**src/rtl/msi_pkg.sv**
```systemverilog
`timescale 1ns/1ps
package msi_pkg;

    typedef enum logic [1:0] {
        LN_INV = 2'd0,
        LN_SHR = 2'd1,
        LN_MOD = 2'd2
    } line_st_t;

    typedef enum logic [1:0] {
        BUS_NONE   = 2'd0,
        BUS_RDMISS = 2'd1,
        BUS_WRMISS = 2'd2,
        BUS_INVAL  = 2'd3
    } bus_cmd_t;

    typedef enum logic [2:0] {
        C_IDLE   = 3'd0,
        C_VICTWB = 3'd1,
        C_ARB    = 3'd2,
        C_FILL   = 3'd3,
        C_SNPWB  = 3'd4,
        C_RESP   = 3'd5
    } ctl_st_t;

endpackage

```
**src/rtl/msi_line_store.sv**
```systemverilog
`timescale 1ns/1ps
// Tag, state and data arrays with two read ports (processor side, snoop side)
// and one write port owned by the sequencer.
module msi_line_store
    import msi_pkg::*;
#(
    parameter int IDX_W = 2,
    parameter int TAG_W = 7,
    parameter int BLK_W = 32
) (
    input  logic             clk,
    input  logic             rst_n,
    input  logic [IDX_W-1:0] a_idx,
    output logic [TAG_W-1:0] a_tag,
    output line_st_t         a_st,
    output logic [BLK_W-1:0] a_data,
    input  logic [IDX_W-1:0] b_idx,
    output logic [TAG_W-1:0] b_tag,
    output line_st_t         b_st,
    output logic [BLK_W-1:0] b_data,
    input  logic             wr_en,
    input  logic [IDX_W-1:0] wr_idx,
    input  logic [TAG_W-1:0] wr_tag,
    input  line_st_t         wr_st,
    input  logic [BLK_W-1:0] wr_data
);
    localparam int LINES = 1 << IDX_W;

    line_st_t         st_q  [LINES];
    logic [TAG_W-1:0] tag_q [LINES];
    logic [BLK_W-1:0] dat_q [LINES];

    for (genvar i = 0; i < LINES; i++) begin : g_line
        always_ff @(posedge clk or negedge rst_n) begin
            if (!rst_n) begin
                st_q[i]  <= LN_INV;
                tag_q[i] <= '0;
                dat_q[i] <= '0;
            end else if (wr_en && (wr_idx == IDX_W'(i))) begin
                st_q[i]  <= wr_st;
                tag_q[i] <= wr_tag;
                dat_q[i] <= wr_data;
            end
        end
    end

    assign a_tag  = tag_q[a_idx];
    assign a_st   = st_q[a_idx];
    assign a_data = dat_q[a_idx];
    assign b_tag  = tag_q[b_idx];
    assign b_st   = st_q[b_idx];
    assign b_data = dat_q[b_idx];

endmodule

```
**src/rtl/msi_cpu_eval.sv**
```systemverilog
`timescale 1ns/1ps
// Classifies a processor access against the indexed line.
module msi_cpu_eval
    import msi_pkg::*;
#(
    parameter int TAG_W = 7
) (
    input  logic             we,
    input  logic [TAG_W-1:0] req_tag,
    input  logic [TAG_W-1:0] line_tag,
    input  line_st_t         line_st,
    output logic             hit,
    output logic             local_done,
    output logic             upgrade,
    output logic             victim_dirty
);
    always_comb begin
        hit          = (line_st != LN_INV) && (line_tag == req_tag);
        local_done   = hit && (!we || (line_st == LN_MOD));
        upgrade      = hit && we && (line_st == LN_SHR);
        victim_dirty = !hit && (line_st == LN_MOD);
    end
endmodule

```
**src/rtl/msi_snoop_eval.sv**
```systemverilog
`timescale 1ns/1ps
// Decides the reaction of one line to a peer bus transaction.
module msi_snoop_eval
    import msi_pkg::*;
#(
    parameter int TAG_W = 7
) (
    input  logic             valid,
    input  logic [1:0]       cmd,
    input  logic [TAG_W-1:0] snp_tag,
    input  logic [TAG_W-1:0] line_tag,
    input  line_st_t         line_st,
    output logic             need_wb,
    output logic             change,
    output line_st_t         next_st
);
    logic match;
    logic is_rd;
    logic is_kill;

    always_comb begin
        match   = valid && (line_st != LN_INV) && (line_tag == snp_tag);
        is_rd   = (cmd == 2'(BUS_RDMISS));
        is_kill = (cmd == 2'(BUS_WRMISS)) || (cmd == 2'(BUS_INVAL));
        need_wb = match && (is_rd || is_kill) && (line_st == LN_MOD);
        change  = match && (is_kill || (is_rd && line_st == LN_MOD));
        next_st = line_st;
        if (match && is_kill)
            next_st = LN_INV;
        else if (match && is_rd && line_st == LN_MOD)
            next_st = LN_SHR;
    end
endmodule

```
**src/rtl/msi_snoop_ctrl.sv**
```systemverilog
`timescale 1ns/1ps
module msi_snoop_ctrl
    import msi_pkg::*;
#(
    parameter int ADDR_W = 10,
    parameter int WORD_W = 16,
    parameter int OFF_W  = 1,
    parameter int IDX_W  = 2
) (
    input  logic                      clk,
    input  logic                      rst_n,
    input  logic                      cpu_req,
    input  logic                      cpu_we,
    input  logic [ADDR_W-1:0]         cpu_addr,
    input  logic [WORD_W-1:0]         cpu_wdata,
    output logic                      cpu_busy,
    output logic                      cpu_done,
    output logic [WORD_W-1:0]         cpu_rdata,
    output logic                      bus_req,
    input  logic                      bus_gnt,
    output logic [1:0]                bus_cmd,
    output logic [ADDR_W-OFF_W-1:0]   bus_baddr,
    input  logic                      snoop_valid,
    input  logic [1:0]                snoop_cmd,
    input  logic [ADDR_W-OFF_W-1:0]   snoop_baddr,
    output logic                      snoop_ack,
    output logic                      snoop_supply,
    output logic [(WORD_W<<OFF_W)-1:0] snoop_data,
    output logic                      mem_req,
    output logic                      mem_we,
    output logic [ADDR_W-OFF_W-1:0]   mem_baddr,
    output logic [(WORD_W<<OFF_W)-1:0] mem_wdata,
    input  logic [(WORD_W<<OFF_W)-1:0] mem_rdata,
    input  logic                      mem_ack
);
    localparam int BADDR_W = ADDR_W - OFF_W;
    localparam int TAG_W   = BADDR_W - IDX_W;
    localparam int BLK_W   = WORD_W << OFF_W;

    // ---------------- sequencer registers ----------------
    ctl_st_t           state, nxt;
    ctl_st_t           ret_q, ret_n;
    logic              we_q, we_n;
    logic [ADDR_W-1:0] addr_q, addr_n;
    logic [WORD_W-1:0] wdat_q, wdat_n;
    logic [WORD_W-1:0] rdat_q, rdat_n;

    // ---------------- line store ----------------
    logic [IDX_W-1:0]  a_idx, b_idx, wr_idx;
    logic [TAG_W-1:0]  a_tag, b_tag, wr_tag;
    line_st_t          a_st, b_st, wr_st;
    logic [BLK_W-1:0]  a_data, b_data, wr_data;
    logic              wr_en;

    logic [ADDR_W-1:0] look_addr;
    logic [TAG_W-1:0]  look_tag;
    logic [OFF_W-1:0]  look_off;
    logic [TAG_W-1:0]  snp_tag;

    assign look_addr = (state == C_IDLE) ? cpu_addr : addr_q;
    assign look_off  = look_addr[OFF_W-1:0];
    assign a_idx     = look_addr[OFF_W +: IDX_W];
    assign look_tag  = look_addr[ADDR_W-1 -: TAG_W];
    assign b_idx     = snoop_baddr[IDX_W-1:0];
    assign snp_tag   = snoop_baddr[BADDR_W-1 -: TAG_W];

    msi_line_store #(.IDX_W(IDX_W), .TAG_W(TAG_W), .BLK_W(BLK_W)) u_store (
        .clk(clk), .rst_n(rst_n),
        .a_idx(a_idx), .a_tag(a_tag), .a_st(a_st), .a_data(a_data),
        .b_idx(b_idx), .b_tag(b_tag), .b_st(b_st), .b_data(b_data),
        .wr_en(wr_en), .wr_idx(wr_idx), .wr_tag(wr_tag), .wr_st(wr_st), .wr_data(wr_data)
    );

    logic c_hit, c_local, c_upgrade, c_victim;
    logic cpu_we_eff;
    assign cpu_we_eff = (state == C_IDLE) ? cpu_we : we_q;

    msi_cpu_eval #(.TAG_W(TAG_W)) u_cpu_eval (
        .we(cpu_we_eff), .req_tag(look_tag), .line_tag(a_tag), .line_st(a_st),
        .hit(c_hit), .local_done(c_local), .upgrade(c_upgrade), .victim_dirty(c_victim)
    );

    logic     s_need_wb, s_change;
    line_st_t s_next;

    msi_snoop_eval #(.TAG_W(TAG_W)) u_snoop_eval (
        .valid(snoop_valid), .cmd(snoop_cmd), .snp_tag(snp_tag),
        .line_tag(b_tag), .line_st(b_st),
        .need_wb(s_need_wb), .change(s_change), .next_st(s_next)
    );

    function automatic logic [WORD_W-1:0] pick_word(input logic [BLK_W-1:0] blk,
                                                    input logic [OFF_W-1:0] off);
        return blk[off*WORD_W +: WORD_W];
    endfunction

    function automatic logic [BLK_W-1:0] put_word(input logic [BLK_W-1:0] blk,
                                                  input logic [OFF_W-1:0] off,
                                                  input logic [WORD_W-1:0] w);
        logic [BLK_W-1:0] r;
        r = blk;
        r[off*WORD_W +: WORD_W] = w;
        return r;
    endfunction

    logic snp_take;
    assign snp_take = snoop_valid && ((state == C_IDLE) || (state == C_ARB));

    // ---------------- state register ----------------
    always_ff @(posedge clk or negedge rst_n) begin
        if (!rst_n) begin
            state  <= C_IDLE;
            ret_q  <= C_IDLE;
            we_q   <= 1'b0;
            addr_q <= '0;
            wdat_q <= '0;
            rdat_q <= '0;
        end else begin
            state  <= nxt;
            ret_q  <= ret_n;
            we_q   <= we_n;
            addr_q <= addr_n;
            wdat_q <= wdat_n;
            rdat_q <= rdat_n;
        end
    end

    // ---------------- next state and outputs ----------------
    always_comb begin
        nxt          = state;
        ret_n        = ret_q;
        we_n         = we_q;
        addr_n       = addr_q;
        wdat_n       = wdat_q;
        rdat_n       = rdat_q;
        wr_en        = 1'b0;
        wr_idx       = a_idx;
        wr_tag       = a_tag;
        wr_st        = a_st;
        wr_data      = a_data;
        cpu_busy     = (state != C_IDLE);
        cpu_done     = (state == C_RESP);
        cpu_rdata    = rdat_q;
        bus_req      = (state == C_ARB);
        bus_cmd      = 2'(BUS_NONE);
        bus_baddr    = addr_q[ADDR_W-1:OFF_W];
        snoop_ack    = 1'b0;
        snoop_supply = 1'b0;
        snoop_data   = '0;
        mem_req      = 1'b0;
        mem_we       = 1'b0;
        mem_baddr    = addr_q[ADDR_W-1:OFF_W];
        mem_wdata    = '0;

        if (snp_take) begin
            // peer transaction first: it already owns the bus order
            if (s_need_wb) begin
                ret_n = state;
                nxt   = C_SNPWB;
            end else begin
                snoop_ack = 1'b1;
                if (s_change) begin
                    wr_en   = 1'b1;
                    wr_idx  = b_idx;
                    wr_tag  = b_tag;
                    wr_st   = s_next;
                    wr_data = b_data;
                end
            end
        end else begin
            unique case (state)
                C_IDLE: begin
                    if (cpu_req) begin
                        we_n   = cpu_we;
                        addr_n = cpu_addr;
                        wdat_n = cpu_wdata;
                        if (c_local) begin
                            nxt = C_RESP;
                            if (cpu_we) begin
                                wr_en   = 1'b1;
                                wr_data = put_word(a_data, look_off, cpu_wdata);
                            end else begin
                                rdat_n = pick_word(a_data, look_off);
                            end
                        end else if (c_victim) begin
                            nxt = C_VICTWB;
                        end else begin
                            nxt = C_ARB;
                        end
                    end
                end
                C_VICTWB: begin
                    mem_req   = 1'b1;
                    mem_we    = 1'b1;
                    mem_baddr = {a_tag, a_idx};
                    mem_wdata = a_data;
                    if (mem_ack) begin
                        wr_en = 1'b1;
                        wr_st = LN_INV;
                        nxt   = C_ARB;
                    end
                end
                C_ARB: begin
                    if (bus_gnt) begin
                        if (c_upgrade) begin
                            bus_cmd = 2'(BUS_INVAL);
                            wr_en   = 1'b1;
                            wr_st   = LN_MOD;
                            wr_data = put_word(a_data, look_off, wdat_q);
                            nxt     = C_RESP;
                        end else if (we_q) begin
                            bus_cmd = 2'(BUS_WRMISS);
                            nxt     = C_FILL;
                        end else begin
                            bus_cmd = 2'(BUS_RDMISS);
                            nxt     = C_FILL;
                        end
                    end
                end
                C_FILL: begin
                    mem_req = 1'b1;
                    if (mem_ack) begin
                        wr_en  = 1'b1;
                        wr_tag = look_tag;
                        if (we_q) begin
                            wr_st   = LN_MOD;
                            wr_data = put_word(mem_rdata, look_off, wdat_q);
                        end else begin
                            wr_st   = LN_SHR;
                            wr_data = mem_rdata;
                            rdat_n  = pick_word(mem_rdata, look_off);
                        end
                        nxt = C_RESP;
                    end
                end
                C_SNPWB: begin
                    snoop_supply = 1'b1;
                    snoop_data   = b_data;
                    mem_req      = 1'b1;
                    mem_we       = 1'b1;
                    mem_baddr    = snoop_baddr;
                    mem_wdata    = b_data;
                    if (mem_ack) begin
                        snoop_ack = 1'b1;
                        wr_en     = 1'b1;
                        wr_idx    = b_idx;
                        wr_tag    = b_tag;
                        wr_st     = s_next;
                        wr_data   = b_data;
                        nxt       = ret_q;
                    end
                end
                C_RESP: begin
                    nxt = C_IDLE;
                end
                default: begin
                    nxt = C_IDLE;
                end
            endcase
        end
    end

    // ---------------- assertions ----------------
    assert_cmd_with_grant_R13: assert property (@(posedge clk) disable iff (!rst_n)
        (bus_cmd != 2'(BUS_NONE)) |-> (bus_gnt && bus_req));

    assert_snoop_first_R11: assert property (@(posedge clk) disable iff (!rst_n)
        (bus_cmd != 2'(BUS_NONE)) |-> !snoop_valid);

    assert_done_pulse_R13: assert property (@(posedge clk) disable iff (!rst_n)
        cpu_done |=> !cpu_done);

    assert_mem_hold_R13: assert property (@(posedge clk) disable iff (!rst_n)
        (mem_req && !mem_ack) |=> (mem_req && $stable(mem_baddr)));

    assert_supply_writes_back_R9: assert property (@(posedge clk) disable iff (!rst_n)
        snoop_supply |-> (mem_req && mem_we));

    assert_victim_before_miss_R4: assert property (@(posedge clk) disable iff (!rst_n)
        (mem_req && mem_we && !snoop_supply) |-> (bus_cmd == 2'(BUS_NONE) && cpu_busy));

endmodule

```
**config.mk**
```make
export PLATFORM = sky130hd
export DESIGN_NAME = msi_snoop_ctrl
export DESIGN_NICKNAME = d
export VERILOG_FILES = /design/src/rtl/msi_pkg.sv /design/src/rtl/msi_line_store.sv /design/src/rtl/msi_cpu_eval.sv /design/src/rtl/msi_snoop_eval.sv /design/src/rtl/msi_snoop_ctrl.sv
export SDC_FILE = /design/constraint.sdc
export NUM_CORES = 1
export LEC_CHECK = 0
export BUFFER_PORTS_ARGS = -buffer_cell sky130_fd_sc_hd__clkbuf_2
export CORE_MARGIN = 4
export CORE_UTILIZATION = 45
export CTS_BUF_LIST = sky130_fd_sc_hd__clkbuf_16
export CTS_CLUSTER_DIAMETER = 60
export DETAILED_ROUTE_END_ITERATION = 8
export SKIP_CTS_REPAIR_TIMING = 1
export SYNTH_ARGS = -nofsm -noshare
export SYNTH_HDL_FRONTEND = slang
export SYNTH_SLANG_ARGS = --single-unit
```
**constraint.sdc**
```tcl
create_clock -name clk -period 5.22 [get_ports clk]
set_input_delay 1.044 -clock clk [delete_from_list [all_inputs] [get_ports clk]]
set_output_delay 1.044 -clock clk [all_outputs]
set_load 0.01 [all_outputs]
```
==> metrics, run 1 <==
status finished, final reports clean; Slew @ Worst Pin 1.09 ns; max_slew headroom 27.2%; Setup Viol. Count Final 0; share of synthesized area occupied by flip-flops and latches 33.8%; top post-synthesis cells by area dfrtp_1, mux2_2, mux2i_1, mux4_2, nand2_1; Max VDD drop 0.481 mV; ratio of cells with drive above 1 in the final layout 32.1%; synthesis-to-finish area growth 16.1%; number of enable flip-flop cells after synthesis 0; Pwr Density 741 nW/um^2; TritonCTS clock tree yes; WL/cell 25.6 um; worst path arrival time 3.94 ns; number of diodes 0; WL final 57000 um; Remaining DRCs 0; fin util 53.0%; Initial Util 45.7%; Synth Warn # 0; vias per cell 6.49; post-synthesis cell type count 73; leak pwr 8.54 nW; number of DRC markers in iteration 0 1272; Clock Latency Late Sink 0.58 ns; total power 0.0136 W; chip height 195 um; DRT antenna net count 0; cells after synthesis 1618; max_cap viols 0; die area 38100 um^2; clk root buf clkbuf_16; Reg clk slew, reported paths 0.06 ns; clk buf depth 3; startpoint types flip-flop; largest net degree at the start of global routing 108; ratio of final minimum period to clock period 95.5%; syn_nets 1694; dominant cell type by area after synthesis dfrtp_1; Mapped Area 15800 um^2; RSZ-0062 raised after global routing false; Final Wtd Congestion 0.912; Synth top area share 33.8%; H-tree levels 1; initial antenna violation count 0; final max-slew violation count 0; Hold Fails Final Rpt 0; most frequent cell after synthesis nand2_1; HP Class reg -> reg; Num CTS Buffers 27; Synth top cells by count nand2_1, dfrtp_1, mux2_2; HPWL after detailed placement 38900 um; core area 34500 um^2; Ports 183; fin nets 1830; first-pass GRT wire length 87100 um; Most used DFF post-synth dfrtp_1; Final Skew 0.0166 ns; PortBufs 182; CP required 4.18 ns; vias in the first global route 14400; width of the chip 195 um; Async S/R FF share, synth 100%; routed via count 14500; Tmin final 4.98 ns; drt first pass iters 6; WS Path Type reg -> out; clock sink count 213; crit path max fanout 13; row cnt 68; max frequency 201 MHz; Worst setup EP type output pin; #FFs+latches synth 213; Syn Area/Cell 9.75 um^2; grt total ovfl 0; GRT Overall Usage 29.0%
-- worst max-delay path: stages (launching register included) --
cell and delay, ns:
dfrtp_1 0.55, nor3_4 0.23, buf_12 0.15, buf_4 0.21, mux2_4 0.35, mux2i_1 0.34, xor2_1 0.17, or3_1 0.57
nor4_4 0.49, o21a_1 0.17, clkbuf_2 0.13
-- area by class of cell --
cell class / count / area [um^2]
Clock buffer: 27 / 676
Clock inverter: 23 / 320
Fill cell: 3225 / 16200
Inverter: 45 / 183
Multi-Input combinational cell: 1216 / 9690
Sequential cell: 213 / 5330
Tap cell: 455 / 569
Timing Repair Buffer: 251 / 1540
-- path summary, 6_finish.rpt --
path	start	cells after the start	slack [ns]	to
max in group asynchronous	rst_n	2	3.48	u_store.tag_q[0]
worst min register to register	cpu_rdata[10]	1	0.50	cpu_rdata[10]
min in group asynchronous	rst_n	1	0.55	u_store.dat_q[57]
worst min-delay path	cpu_rdata[10]	1	0.50	cpu_rdata[10]
worst max-delay path	state[0]	10	0.24	bus_cmd[1]
worst max register to register	state[0]	12	0.77	u_store.dat_q[117]
-- sequential cells by signal (all words and copies together) (netlist names) --
register / count
cpu_rdata: 16
u_store.tag_q: 28
u_store.dat_q: 128
state: 3
we_q: 1
u_store.st_q: 8
addr_q: 10
ret_q: 3
wdat_q: 16
-- report_power, final --
| part | internal [W] | switching [W] |
|---|---|---|
| clock | 0.00130 | 0.000804 |
| sequential | 0.00242 | 0.000744 |
| combinational | 0.00346 | 0.00483 |
-- per-stage QoR --
stage	setup TNS, ns	instances	worst slack, ns	area [um^2]	hold slack, ns
final	0	2230	0.236	18300	0.505
after global placement	0	2177	0.419	17300	0.479
after CTS	-0.0515	2227	-0.0515	18300	0.509
after detailed placement	0	2177	0.339	17300	0.495
after floorplan	0	1618	0.631	15800	0.457
after global routing	0	2230	0.0547	18300	0.524
-- kinds of logic after synthesis --
family	synth area share, %
multiplexers	32.8
XOR/XNOR	0.722
AND/OR/NAND/NOR	12.2
AO/OA/AOI/OAI	15.3
buffers and inverters	5.21
flip-flops	33.8
-- placed cells by master, fill, tap and decap left out, drive strengths merged, types with 16 or more instances in the layout --
master / Yosys / layout
dfrtp: 213 / 213
nor4: 18 / 18
buf: 55 / 70
mux2: 215 / 215
a21oi: 32 / 32
o22ai: 21 / 21
a31oi: 51 / 51
o21bai: 30 / 30
and3: 21 / 21
o22a: 16 / 16
inv: 41 / 44
nand2: 274 / 274
nor2: 49 / 49
clkinv: 3 / 16
nand3: 25 / 25
mux4: 52 / 52
clkbuf: 89 / 208
mux2i: 156 / 156
a211oi: 34 / 34
a221o: 20 / 20
o21ai: 70 / 70
-- per-layer routing --
metal	track usage, %	up-vias	routed length [um]
met5	0	-	0
met4	10.7	0	2270
met3	5.09	162	4670
met2	47.3	794	26900
met1	38.8	7207	23200
li1	-	6300	-
Power figures use the tool's default switching activity.
==> inputs of run 2 (changes only) <==
CORE_UTILIZATION = 55   (was 45)
PLACE_DENSITY = 0.76   (was default)
SYNTH_HIERARCHICAL = 1   (was default)
==> run 2 against run 1 <==
Effect of this change:
- utilization is 10 points higher
- routed wire length is 8.4% lower
- non-clock buffer count is 23 lower
- sequential share of layout area is 1.2 points higher
- clock power is 16% lower
- synthesized area is 0.79% lower
- synthesized cell count is 16% lower
- cell area is 3.9% lower
- sequential power is 13% lower
- clock-buffer cell count is 2 lower
- hold slack worse by 0.010 ns
- sequential cell count stayed put
==> metrics, run 2 <==
Pwr Density 601 nW/um^2 (-19%); most frequent cells in the layout mux2_2, dfrtp_1, clkbuf_2, mux4_2, o21ai_0; vias per cell 7.24 (+12%); Ports 183 (unchanged); GRT Overall Usage 32.9% (+3.9 points); syn_nets 1442 (-15%); Final Skew 0.0243 ns (+0.00774 ns); startpoint types flip-flop; fin nets 1558 (-15%); clk buf depth 3 (unchanged); commonest non-fill, non-tap cell in the layout mux2_2; fin util 63.0% (+10 points); row cnt 61 (-10%); Final Wtd Congestion 0.905 (-0.76%); routed via count 13600 (-6.1%); vias in the first global route 13300 (-7.9%); drt first pass iters 7 (+1); grt total ovfl 0 (unchanged); worst path arrival time 5.33 ns (+1.39 ns); Setup Viol. Count Final 0 (unchanged); ratio of final minimum period to clock period 94.4% (-1.1 points); largest net degree at the start of global routing 114 (+5.6%); final setup TNS 0 ns (unchanged); WL/cell 27.8 um (+8.9%); WS Path Type reg -> reg; number of DRC markers in iteration 0 1649 (+30%); HP Class reg -> reg; HPWL after detailed placement 35400 um (-8.9%); max_cap viols 0 (unchanged); cells after synthesis 1366 (-16%); first-pass GRT wire length 79600 um (-8.6%); Mapped Area 15600 um^2 (-0.79%); max_slew headroom 18.7% (-8.5 points); Initial Util 56.0% (+10 points); width of the chip 177 um (-9.5%); Max VDD drop 0.364 mV (-24%); Clock Latency Late Sink 0.54 ns (-0.04 ns); leak pwr 8.24 nW (-3.5%); Synth Warn # 6 (+6); FF-to-FF setup slack 0.29 ns (-0.48 ns); Largest regs u_store/dat_q: 128 flops, u_store/tag_q: 28 flops; Syn Area/Cell 11.5 um^2 (+18%); initial antenna violation count 2 (+2); Reg clk slew, reported paths 0.06 ns (about the same); Hold Fails Final Rpt 0 (unchanged); clock sink count 213 (unchanged); PortBufs 182 (unchanged); Remaining DRCs 0 (unchanged); Tmin final 4.93 ns (-0.0564 ns); DRT antenna net count 0 (unchanged); TritonCTS clock tree yes; Post-Layout Inst Area 17600 um^2 (-3.9%); final max-slew violation count 0 (unchanged); crit path max fanout 33 (+20); chip height 177 um (-9.5%); RSZ-0062 raised after global routing false; H-tree levels 1 (unchanged); Largest register FFs 128 (unchanged); Placed Area 16800 um^2 (-2.8%); Num CTS Buffers 24 (-11%); ratio of cells with drive above 1 in the final layout 44.0% (+12 points); number of diodes 0 (unchanged); CP required 5.62 ns (+1.44 ns); WL final 52200 um (-8.4%); die area 31200 um^2 (-18%); core area 27900 um^2 (-19%); status finished, final reports clean; Worst setup EP type flip-flop; Slew @ Worst Pin 1.20 ns (+0.107 ns); synthesis-to-finish area growth 12.4%; max frequency 203 MHz (+1.1%); clk root buf clkbuf_16; Largest Register u_store/dat_q
==> run 2: worst max-delay path: stages (launching register included) <==
cell and delay, ns:
dfrtp_1 0.39, nor3_4 0.07, inv_4 0.38, nand2_1 0.17
nand2_4 0.25, mux4_2 0.57, xor2_1 0.17, nor2_2 0.17
nand4_4 0.15, a211oi_2 0.53, nand4b_4 0.46, mux2_2 0.41
a221oi_1 0.28, a31oi_1 0.13, a221o_1 0.34, mux2_2 0.30
==> run 2: per-stage QoR <==
stage	hold slack, ns	total power (W)	cells	setup WS [ns]
2_1_floorplan	0.442	0.00686	1366	0.271
3_3_place_gp	0.456	0.00843	1834	0.293
3_5_place_dp	0.473	0.00861	1834	0.210
4_1_cts	0.492	0.0104	1876	0.348
5_1_grt	0.515	0.0110	1876	0.0487
6_report	0.495	0.0106	1876	0.293
==> run 2: routing by layer <==
layer | vias up | track usage, % | share of wire (%)
met1 | 6727 | 44.5 | 38
met3 | 242 | 8.50 | 12
li1 | 5562 | - | -
met2 | 1044 | 50.0 | 44
met4 | 4 | 15.3 | 6.0
met5 | - | 0 | 0.057
==> run 2: cell type report <==
cell class | instances | area (um^2)
Clock buffer | 25 | 626
Fill cell | 2237 | 10300
Tap cell | 378 | 473
Sequential cell | 213 | 5330
Multi-Input combinational cell | 1005 | 9650
Timing Repair Buffer | 228 | 1290
Inverter | 10 | 40.0
Clock inverter | 17 | 181
==> run 2: worst paths after layout <==
path | endpoint | from | depth (start not counted)
min | ret_q[0] | ret_q[0] | 1
min in group asynchronous | u_store/dat_q[117] | rst_n | 1
max | u_store/dat_q[44] | state[1] | 15
max reg2reg | u_store/dat_q[44] | state[1] | 15
min reg2reg | ret_q[0] | ret_q[0] | 1
max in group asynchronous | u_store/dat_q[72] | rst_n | 2
==> run 2: power breakdown <==
group	internal, W	total, W	leakage, nW	switching [W]
clock	0.00106	0.00176	0.396	0.000703
sequential	0.00222	0.00275	2.86	0.000533
combinational	0.00262	0.00605	4.99	0.00343
total	0.00589	0.0106	8.24	0.00467
==> inputs of run 3 (changes only) <==
CTS_CLUSTER_DIAMETER = 50   (was 60)
SYNTH_HIERARCHICAL = default   (was 1)
==> run 3 against run 2 <==
Effect of this change:
- clock-buffer cell count rose by 12
- sequential cell count did not move
- cell area rose by 4.1%
- largest cell class unchanged
- fmax rose by 0.35%
- largest power group unchanged
- utilization rose by 2.4 points
==> metrics, run 3 (same netlist as run 1, synthesis figures left out) <==
CP required 4.18 ns (-1.44 ns); Internal 0.00725 W (+23%); DRT met1 WL 20100 um (+2.7%); die area 31400 um^2 (+0.77%); vias in the first global route 14800 (+12%); PortBufs 182 (unchanged); Max VDD drop 0.429 mV (+18%); core area 28000 um^2 (+0.27%); Setup Viol. Count Final 0 (unchanged); hold depth 1 (unchanged); Clock Latency Late Sink 0.51 ns (-0.03 ns); Final Wtd Congestion 0.977 (+7.9%); max_cap viols 0 (unchanged); fin util 65.4% (+2.4 points); row cnt 61 (unchanged); hold endpoint cpu_rdata[10]; met3 wire len 6560 um (+3.3%); grt total ovfl 0 (unchanged); startpoint types primary input; clk root buf clkbuf_16; r2r endpoint u_store.dat_q[37]; WL final 54900 um (+5.2%); Tmin final 4.91 ns (-0.0172 ns); Remaining DRCs 0 (unchanged); status finished, final reports clean; metal2 WL 25000 um (+8.1%); vias per cell 7.00 (-3.2%); first-pass GRT wire length 84700 um (+6.4%); final setup TNS 0 ns (unchanged); Worst setup EP type output pin; synthesis-to-finish area growth 16.1%; most frequent cells in the layout nand2_1, dfrtp_1, mux2_2, clkbuf_2, mux2i_1; largest net degree at the start of global routing 112 (-1.8%); Final Skew 0.0164 ns (-0.00792 ns); Pwr Density 753 nW/um^2 (+25%); Num CTS Buffers 34 (+42%); Largest Register u_store.dat_q; FF-to-FF setup slack 0.85 ns (+0.56 ns); WS Path Type in -> out; fin nets 1833 (+18%); crit path max fanout 12 (-64%); Hold Fails Final Rpt 0 (unchanged); Slew @ Worst Pin 1.28 ns (+0.0858 ns); final hold slack 0.499 ns (+0.00359 ns); Largest regs u_store.dat_q: 128 flops, u_store.tag_q: 28 flops; Ports 183 (unchanged); chip height 177 um (+0.38%); worst r2r path cells 11 (-4); commonest non-fill, non-tap cell in the layout nand2_1; leak pwr 8.60 nW (+4.4%); ratio of cells with drive above 1 in the final layout 32.4% (-12 points); ratio of final minimum period to clock period 94.1% (-0.33 points); RR Startpoint state[0]; number of diodes 0 (unchanged); Hold Startpoint cpu_rdata[10]; drt first pass iters 7 (unchanged); clk buf depth 3 (unchanged); Comb power frac 60.7% (+3.4 points); Net Sw Frac 47.5% (+3.2 points); WL/cell 25.5 um (-8.5%); Clk pwr share 16.3% (-0.4 points); TritonCTS clock tree yes; initial antenna violation count 0 (-2); DRT antenna net count 0 (unchanged); HPWL after detailed placement 37600 um (+6.2%); max frequency 204 MHz (+0.35%); Seq pwr share 22.9% (-3.1 points); Initial Util 56.3% (+0.29 points); GRT Overall Usage 34.4% (+1.5 points); max_slew headroom 14.1% (-4.6 points); HP Class reg -> reg; clock sink count 213 (unchanged); Reg clk slew, reported paths 0.05 ns (about the same); routed via count 15100 (+11%); width of the chip 177 um (+0.38%); worst path arrival time 3.87 ns (-1.46 ns); final max-slew violation count 0 (unchanged); RSZ-0062 raised after global routing false; Largest register FFs 128 (unchanged); Psw 0.00655 W (+40%); H-tree levels 2 (+1); DR top layer met4; number of DRC markers in iteration 0 2069 (+25%)
==> run 3: cell types whose count changed in the layout (fill, tap and decap cells not counted), sizes merged, moves of 34 or more <==
cell | previous run | this run
a21oi | 71 | 32
a31oi | 17 | 51
and2 | 41 | 4
inv | 14 | 50
mux2 | 274 | 215
mux2i | 53 | 156
mux4 | 98 | 52
nand2 | 60 | 274
nor2 | 13 | 49
==> run 3: power by group through the flow <==
stage	clock network (W)	logic, W	registers, W
floorplan	0	0.00571	0.00291
global placement	0	0.00791	0.00307
detailed placement	0	0.00813	0.00314
CTS	0.00228	0.00818	0.00312
global route	0.00235	0.00891	0.00324
finish	0.00225	0.00837	0.00317
==> run 3: critical path: stages <==
cell and delay [ns]:
clkbuf_2 0.25, buf_4 0.28, mux4_2 0.55, xor2_1 0.16, mux2i_1 0.15, nand4_1 0.19, or3_1 0.49, nor2_1 0.13
nand2_1 0.10, a21boi_0 0.30, clkbuf_2 0.19
==> run 3: cell type report <==
type                    count  area (um^2)
fillers                  2240         9700
multi-input cells        1216         9690
flip-flops and latches    213         5330
repair buffers            247         1510
clock buffers              37          926
well taps                 378          473
clock inverters            22          201
inverters                  45          183
==> run 3: stage by stage <==
step | instances | instance area, um^2 | setup slack [ns] | total power, W
global route | 2158 | 18300 | 0.162 | 0.0145
global placement | 2099 | 17200 | 0.450 | 0.0110
finish | 2158 | 18300 | 0.310 | 0.0138
detailed placement | 2099 | 17200 | 0.378 | 0.0113
floorplan | 1618 | 15800 | 0.631 | 0.00861
CTS | 2158 | 18300 | 0.395 | 0.0136
==> run 3: worst max path at each step <==
stage / from / to
final: cpu_addr[1] / bus_cmd[0]
after global routing: cpu_addr[1] / bus_cmd[0]
after CTS: cpu_addr[1] / bus_cmd[0]
after detailed placement: cpu_addr[1] / u_store.tag_q[18]
after global placement: cpu_addr[1] / bus_cmd[0]
after floorplan: cpu_addr[1] / bus_cmd[0]
==> run 3: metal layers <==
layer	track usage [%]	vias up
met1	45.0	7275
met4	17.5	0
met3	7.05	283
met5	0	-
met2	54.3	1246
li1	-	6310
